===== src/rtl/vid_pkg.sv =====
package vid_pkg;
  // width of a counter that must reach n
  function automatic int unsigned cnt_w(input int unsigned n);
    return (n < 2) ? 1 : $clog2(n + 1);
  endfunction
endpackage


===== src/rtl/vid_sync.sv =====
module vid_sync #(
  parameter int unsigned W      = 8,
  parameter int unsigned STAGES = 2
) (
  input  logic         clk_i,
  input  logic         rst_ni,
  input  logic [W-1:0] d_i,
  output logic [W-1:0] q_o
);
  logic [W-1:0] stg_q [STAGES];

  for (genvar i = 0; i < STAGES; i++) begin : g_stg
    always_ff @(posedge clk_i or negedge rst_ni) begin
      if (!rst_ni) stg_q[i] <= '0;
      else if (i == 0) stg_q[i] <= d_i;
      else stg_q[i] <= stg_q[(i == 0) ? 0 : i-1];
    end
  end

  assign q_o = stg_q[STAGES-1];
endmodule


===== src/rtl/vid_timer.sv =====
module vid_timer #(
  parameter int unsigned LOAD = 4
) (
  input  logic clk_i,
  input  logic rst_ni,
  input  logic clr_i,
  input  logic start_i,
  output logic busy_o,
  output logic expire_o
);
  localparam int unsigned CW = vid_pkg::cnt_w(LOAD);

  logic [CW-1:0] cnt_q;

  always_ff @(posedge clk_i or negedge rst_ni) begin
    if (!rst_ni)              cnt_q <= '0;
    else if (clr_i)           cnt_q <= '0;
    else if (start_i)         cnt_q <= CW'(LOAD);
    else if (cnt_q != '0)     cnt_q <= cnt_q - 1'b1;
  end

  assign busy_o   = (cnt_q != '0);
  // last tick of an uninterrupted run
  assign expire_o = !clr_i && !start_i && (cnt_q == CW'(1));

  a_r4_restart_loads: assert property (@(posedge clk_i) disable iff (!rst_ni)
    (start_i && !clr_i) |=> busy_o);
  a_r8_clear_idles: assert property (@(posedge clk_i) disable iff (!rst_ni)
    clr_i |=> !busy_o);
endmodule


===== src/rtl/vid_qualifier.sv =====
module vid_qualifier #(
  parameter int unsigned CODE_W    = 8,
  parameter int unsigned SKEW_CYC  = 40,
  parameter int unsigned BLANK_CYC = 25000,
  parameter int unsigned OFF_CYC   = 500,
  parameter logic [CODE_W-1:0] OFF_CODE = '1
) (
  input  logic              clk_i,
  input  logic              rst_ni,
  input  logic              en_i,
  input  logic [CODE_W-1:0] code_i,
  output logic [CODE_W-1:0] code_o,
  output logic              vld_o,
  output logic              blank_o,
  output logic              off_req_o,
  output logic              pg_hold_o
);
  localparam int unsigned OW = vid_pkg::cnt_w(OFF_CYC);

  logic [CODE_W-1:0] sync_code, prev_q, code_q;
  logic              en_q, vld_q, chg, en_rise, skew_exp, off_match;
  logic [OW-1:0]     off_cnt_q;

  vid_sync #(.W(CODE_W), .STAGES(2)) u_sync (
    .clk_i(clk_i), .rst_ni(rst_ni), .d_i(code_i), .q_o(sync_code)
  );

  always_ff @(posedge clk_i or negedge rst_ni) begin
    if (!rst_ni) begin
      prev_q <= '0;
      en_q   <= 1'b0;
    end else begin
      prev_q <= sync_code;
      en_q   <= en_i;
    end
  end

  assign chg     = en_i && (sync_code != prev_q);
  assign en_rise = en_i && !en_q;

  vid_timer #(.LOAD(SKEW_CYC)) u_skew (
    .clk_i(clk_i), .rst_ni(rst_ni), .clr_i(!en_i), .start_i(chg || en_rise),
    .busy_o(), .expire_o(skew_exp)
  );

  vid_timer #(.LOAD(BLANK_CYC)) u_blank (
    .clk_i(clk_i), .rst_ni(rst_ni), .clr_i(!en_i), .start_i(chg),
    .busy_o(blank_o), .expire_o()
  );

  always_ff @(posedge clk_i or negedge rst_ni) begin
    if (!rst_ni) begin
      code_q <= '0;
      vld_q  <= 1'b0;
    end else begin
      vld_q <= skew_exp;
      if (skew_exp) code_q <= sync_code;
    end
  end

  assign off_match = en_i && (sync_code == OFF_CODE);

  always_ff @(posedge clk_i or negedge rst_ni) begin
    if (!rst_ni)                       off_cnt_q <= '0;
    else if (!off_match)               off_cnt_q <= '0;
    else if (off_cnt_q != OW'(OFF_CYC)) off_cnt_q <= off_cnt_q + 1'b1;
  end

  assign code_o    = code_q;
  assign vld_o     = vld_q;
  assign off_req_o = (off_cnt_q == OW'(OFF_CYC));
  assign pg_hold_o = off_match;

  a_r2_code_frozen: assert property (@(posedge clk_i) disable iff (!rst_ni)
    !vld_o |-> $stable(code_o));
  a_r3_single_pulse: assert property (@(posedge clk_i) disable iff (!rst_ni)
    vld_o |=> !vld_o);
  a_r4_blank_on_change: assert property (@(posedge clk_i) disable iff (!rst_ni)
    chg |=> blank_o);
  a_r7_off_needs_code: assert property (@(posedge clk_i) disable iff (!rst_ni)
    off_req_o |-> $past(off_match));
  a_r8_disabled_quiet: assert property (@(posedge clk_i) disable iff (!rst_ni)
    !en_i |=> (!blank_o && !off_req_o && !vld_o));
endmodule


===== config.mk =====
export PLATFORM = sky130hd
export DESIGN_NAME = vid_qualifier
export DESIGN_NICKNAME = d
export VERILOG_FILES = /design/src/rtl/vid_pkg.sv /design/src/rtl/vid_sync.sv /design/src/rtl/vid_timer.sv /design/src/rtl/vid_qualifier.sv
export SDC_FILE = /design/constraint.sdc
export NUM_CORES = 1
export LEC_CHECK = 0
export ABC_AREA = 1
export BUFFER_PORTS_ARGS = -buffer_cell sky130_fd_sc_hd__buf_2
export CAP_MARGIN = 30
export CORE_ASPECT_RATIO = 0.7
export CORE_MARGIN = 10
export CORE_UTILIZATION = 59
export DETAILED_ROUTE_END_ITERATION = 6
export PLACE_DENSITY = 0.8
export SLEW_MARGIN = 20
export SYNTH_ARGS = -nofsm -noshare
export SYNTH_HDL_FRONTEND = slang
export SYNTH_SLANG_ARGS = --single-unit

===== constraint.sdc =====
create_clock -name clk_i -period 1.6 [get_ports clk_i]
set_input_delay 0.32 -clock clk_i [delete_from_list [all_inputs] [get_ports clk_i]]
set_output_delay 0.32 -clock clk_i [all_outputs]
set_load 0.01 [all_outputs]

== Yosys cells after proc, flatten, opt, wreduce, memory -nomap -nowiden ==
Cells that the tools add are included.
Cells by class
  multiplexer cells: 8
  reductions and logical operators: 10
  equal/unequal tests: 8
  add/sub/neg operators: 3
Operators with widths (number)
  $mux W15: 3
  $mux W6: 3
  $mux W9: 2
  $reduce_bool A15 Y1: 1
  $sub A15 B1 Y15 const B: 1
  $add A9 B1 Y9 const B: 1
  $eq A9 B9 Y1 const B: 1
  $ne A9 B9 Y1 const B: 1
  $eq A8 B8 Y1 const B: 1
  $ne A8 B8 Y1: 1
  $eq A6 B1 Y1 const B: 1
  $ne A3 B1 Y1 const B: 2
  $reduce_bool A6 Y1: 1
  $sub A6 B1 Y6 const B: 1
  $logic_and A1 B1 Y1: 5
  $logic_not A1 Y1: 2
  $ne A2 B1 Y1 const B: 1
  $logic_or A1 B1 Y1: 1
Storage, ports and cells
  bits in registers: 64
  logic and storage cells: 38

== Logic depth before layout (Yosys ltp) ==
  depth in word-level cells: 6
  depth in mapped cells: 11
  depth with buffers taken out: 11

== Modules after synthesis ==
A second synthesis with hierarchy kept.
Second synthesis, totals
  cells, all modules: 327
  area total of the unflattened synthesis: 3086.7 sq um
By module, submodules not included
  vid_qualifier: area each 1251.2 sq um, sequential area each 675.6 sq um, times used 1, cells each 130
  vid_timer (u_blank): area each 999.7 sq um, sequential area each 375.4 sq um, times used 1, cells each 127
  vid_sync: area each 460.4 sq um, sequential area each 400.4 sq um, times used 1, cells each 24
  vid_timer (u_skew): area each 375.4 sq um, sequential area each 150.1 sq um, times used 1, cells each 46

== Worst setup path after synthesis ==
OpenSTA, ideal clock, no wires.
  path kind: reg-to-output
  start: register u_blank.cnt_q[0]
  end: output port blank_o
  path buffers: 1
  arrival: 1.195 ns
  cell stages (with the launch flop): 7
  data required time: 1.280 ns
  slack: 0.085 ns
  cell sequence: dfrtp_1 inv_2 ha_1 nand3_2 nor2_4 nand4_4 buf_6
On the way
  word-level cells in the longest chain between the ends: 1
Ends and longest elaborated chain
  from (decl): RTL line vid_timer.sv:13  | logic [CW-1:0] cnt_q;
  from (signal assigned): RTL line vid_timer.sv:18  | else if (start_i) cnt_q <= CW'(LOAD);
  from (signal assigned): RTL line vid_timer.sv:19  | else if (cnt_q != '0) cnt_q <= cnt_q - 1'b1;
  $reduce_bool A15 Y1: RTL line vid_timer.sv:22  | assign busy_o = (cnt_q != '0);
  to (decl): RTL line vid_qualifier.sv:14  | output logic blank_o,
No other way between the ends.

== Worst setup path after layout ==
  start: register off_cnt_q[0]
  end: output port off_req_o
On the way
  word-level cells in the longest chain between the ends: 1
Ends and longest elaborated chain
  from (decl): RTL line vid_qualifier.sv:22  | logic [OW-1:0] off_cnt_q;
  from (signal assigned): RTL line vid_qualifier.sv:66  | else if (off_cnt_q != OW'(OFF_CYC)) off_cnt_q <= off_cnt_q + 1'b1;
  $eq A9 B9 Y1: RTL line vid_qualifier.sv:71  | assign off_req_o = (off_cnt_q == OW'(OFF_CYC));
  to (decl): RTL line vid_qualifier.sv:15  | output logic off_req_o,
No other way between the ends.

==> flow_metrics.env <==
export IMPL_leakage_nw=2.009
export IMPL_wl_per_cell_um=15.16
export IMPL_yosysTopAreaCell="dfrtp_1"
export IMPL_period_share_pct=109.3
export IMPL_vias=2557
export IMPL_synth_edf_count=0
export IMPL_cts_buffer_depth=2
export IMPL_synth_area_top_cells="dfrtp_1 54%, nand2_1 11%, inv_1 6.2%"
export IMPL_dp_hpwl_mm=4.258
export IMPL_final_nets=429
export IMPL_synthesis_area_sq_um=2982
export IMPL_slew_headroom_pct=72.42
export IMPL_drt_total_wl_mm=7.353
export IMPL_final_hold_violation_count=0
export IMPL_cts_tree="built"
export IMPL_yosysWarnings=0
export IMPL_finClkSkew_ns=0.005535
export IMPL_crit_arrival_ns=1.43
export IMPL_fin_util_pct=80.85
export IMPL_startpoint_type="flip-flop"
export IMPL_grt_pass1_wl_mm=11.30
export IMPL_port_buffer_count=22
export IMPL_worst_endpoint_required_ns=1.28
export IMPL_timing_rr_start="u_sync.q_o[4]"
export IMPL_synth_avg_cell_area_sq_um=8.744
export IMPL_grt_ovfl_total=0
export IMPL_worstMarginPinSlew_ns=0.4100
export IMPL_hold_depth=1
export IMPL_ys_seq_area_share_pct=53.71
export IMPL_die_width_um=105.0
export IMPL_clk_latency_ns=0.36
export IMPL_antenna_found_initial=0
export IMPL_slew_viol_final=0
export IMPL_min_path_type="primary input to flip-flop"
export IMPL_min_from="code_i[7]"
export IMPL_core_sq_um=4835
export IMPL_cts_root_buf="clkbuf_8"
export IMPL_die_h_um=79.48
export IMPL_cap_violations=0
export IMPL_synth_seq_cells=64
export IMPL_rsz0062_at_grt="true"
export IMPL_crit_fanout=2
export IMPL_grt_util_all_layers_pct=16.74
export IMPL_synth_ff_type="dfrtp_1"
export IMPL_power_density_nw_per_um2=934.2
export IMPL_placed_cells=439
export IMPL_drt_iter0_drc=164
export IMPL_pin_count=23
export IMPL_start_util_pct=61.67
export IMPL_drive_gt1_share_pct=34.86
export IMPL_layout_setup_ws_ns=-0.1483
export IMPL_final_cells=485
export IMPL_end_kind="output port"
export IMPL_antenna_left=0
export IMPL_status="finished with violations"
export IMPL_syn_inst=341
export IMPL_num_rows=21
export IMPL_grt_max_degree=65
export IMPL_min_period_ns=1.748
export IMPL_dr_pass1_iters=5
export IMPL_yosysTopAreaCellShare_pct=53.71
export IMPL_holdPathEnd="u_sync.stg_q[15]"
export IMPL_crit_type="flip-flop to output port"
export IMPL_dieArea_sq_um=8342
export IMPL_max_freq_mhz=572.0
export IMPL_area_growth_pct=31.10
export IMPL_synth_cell_types=30
export IMPL_synth_commonest_cells="88 x nand2_1, 64 x dfrtp_1, 49 x inv_1"
export IMPL_cts_made_buffers=9
export IMPL_clk_pin_slew_ns=0.07
export IMPL_gp_congestion=0.8546
export IMPL_failed_checks="negative setup slack"
export IMPL_drc_errors=0
export IMPL_r2r_cells=9
export IMPL_setup_violations=19
export IMPL_grt_pass1_vias=2484
export IMPL_async_reset_ff_share_pct=100.0
export IMPL_cts_sinks=64
export IMPL_diodes=0
export IMPL_syn_num_nets=358
export IMPL_vias_per_cell=5.272
export IMPL_fin_area_sq_um=3909
export IMPL_placed_cell_area_sq_um=3242
export IMPL_r2r_setup_slack_ns=-0.07
export IMPL_setup_tns_ns=-1.058
export IMPL_ir_drop_mv=0.7928
export IMPL_synth_most_common_cell="nand2_1"
export IMPL_reg2reg_to="code_o[0]"
export IMPL_htreeDepth=3
## area by class of cell
type / count / area [sq um]
clock buffers: 9 / 123.9
clock inverters: 6 / 92.59
fillers: 293 / 925.9
inverters: 55 / 216.5
multi-input cells: 221 / 1333
flip-flops and latches: 64 / 1604
well taps: 69 / 86.33
repair buffers: 61 / 452.9
## layout by cell type, fill, tap and decap left out, drive strengths merged, types with 5 or more instances in the layout
| cell type | instances |
|---|---|
| nor3 | 9 |
| nor2 | 37 |
| o21ai | 15 |
| clkbuf | 9 |
| ha | 6 |
| inv | 56 |
| xor2 | 5 |
| nand3 | 30 |
| dfrtp | 64 |
| nand2 | 89 |
| buf | 60 |
| a21oi | 14 |
## state kept, by name (all words and copies together) (netlist names)
name / count
vld_o: 1
u_sync.q_o: 8
off_cnt_q: 9
prev_q: 8
u_blank.cnt_q: 15
u_sync.stg_q: 8
u_skew.cnt_q: 6
code_o: 8
en_q: 1
## per-stage QoR
| stage | total power (W) | hold slack [ns] | setup slack, ns |
|---|---|---|---|
| detailed placement | 0.002030 | 0.3347 | -0.005925 |
| finish | 0.003652 | 0.06243 | -0.1483 |
| global placement | 0.002013 | 0.3326 | 0.06109 |
| CTS | 0.003617 | 0.04960 | -0.1655 |
| floorplan | 0.001916 | 0.02441 | 0.08509 |
| global route | 0.003786 | 0.05194 | -0.2211 |
## power by group
group,switching (W),internal (W)
Clock,0.000664,0.000878
Sequential,0.0000466,0.00167
Combinational,0.000231,0.000159
Total,0.000942,0.00271
## worst max-delay path by stage
stage                             endpoint  cells past startpoint  slack, ns        startpoint
after floorplan                    blank_o                      6       0.09  u_blank.cnt_q[0]
after global placement           off_req_o                      7       0.06      off_cnt_q[0]
after detailed placement  u_blank.cnt_q[2]                      8     -0.006  u_blank.cnt_q[1]
after CTS                        off_req_o                      7      -0.17      off_cnt_q[0]
after global routing             off_req_o                      5      -0.22      off_cnt_q[4]
final                            off_req_o                      7      -0.15      off_cnt_q[0]
## cells by family (layout without fill, tap and decap cells)
logic type,after synthesis,after routing,share of synthesized area [%]
DFF,64,64,53.71
and+or+nand+nor,171,172,27.44
AOI/OAI and AO/OA,34,34,6.127
adders and majority gates,6,6,2.518
xor gates and xnor gates,9,9,2.644
buffers and inverters,57,131,7.553
## worst max-delay path, stage by stage, from the launching register on
cell     delay, ns
dfrtp_1       0.40
inv_2         0.09
ha_4          0.13
inv_2         0.03
nor3_2        0.09
nand3_1       0.12
inv_1         0.09
buf_2         0.13
## what timing repair did
action                                  in CTS  in global routing
endpoints found under the hold margin       64                  0
gates resized for setup                     20                 47
cloned                                       1                  0
pin swaps                                   10                 20
endpoints found under the setup margin       6                 29
buffers inserted                            17                 12
hold buffers                                 1                  0
## per-layer routing
layer / track usage, % / wire, um / vias to the layer above
li1: - / - / 1216
met1: 19.28 / 3056 / 1222
met2: 27.87 / 3610 / 94
met3: 6.290 / 454 / 25
met4: 6.831 / 232 / 0
met5: 0 / 0 / -
Power figures use the tool's default switching activity.
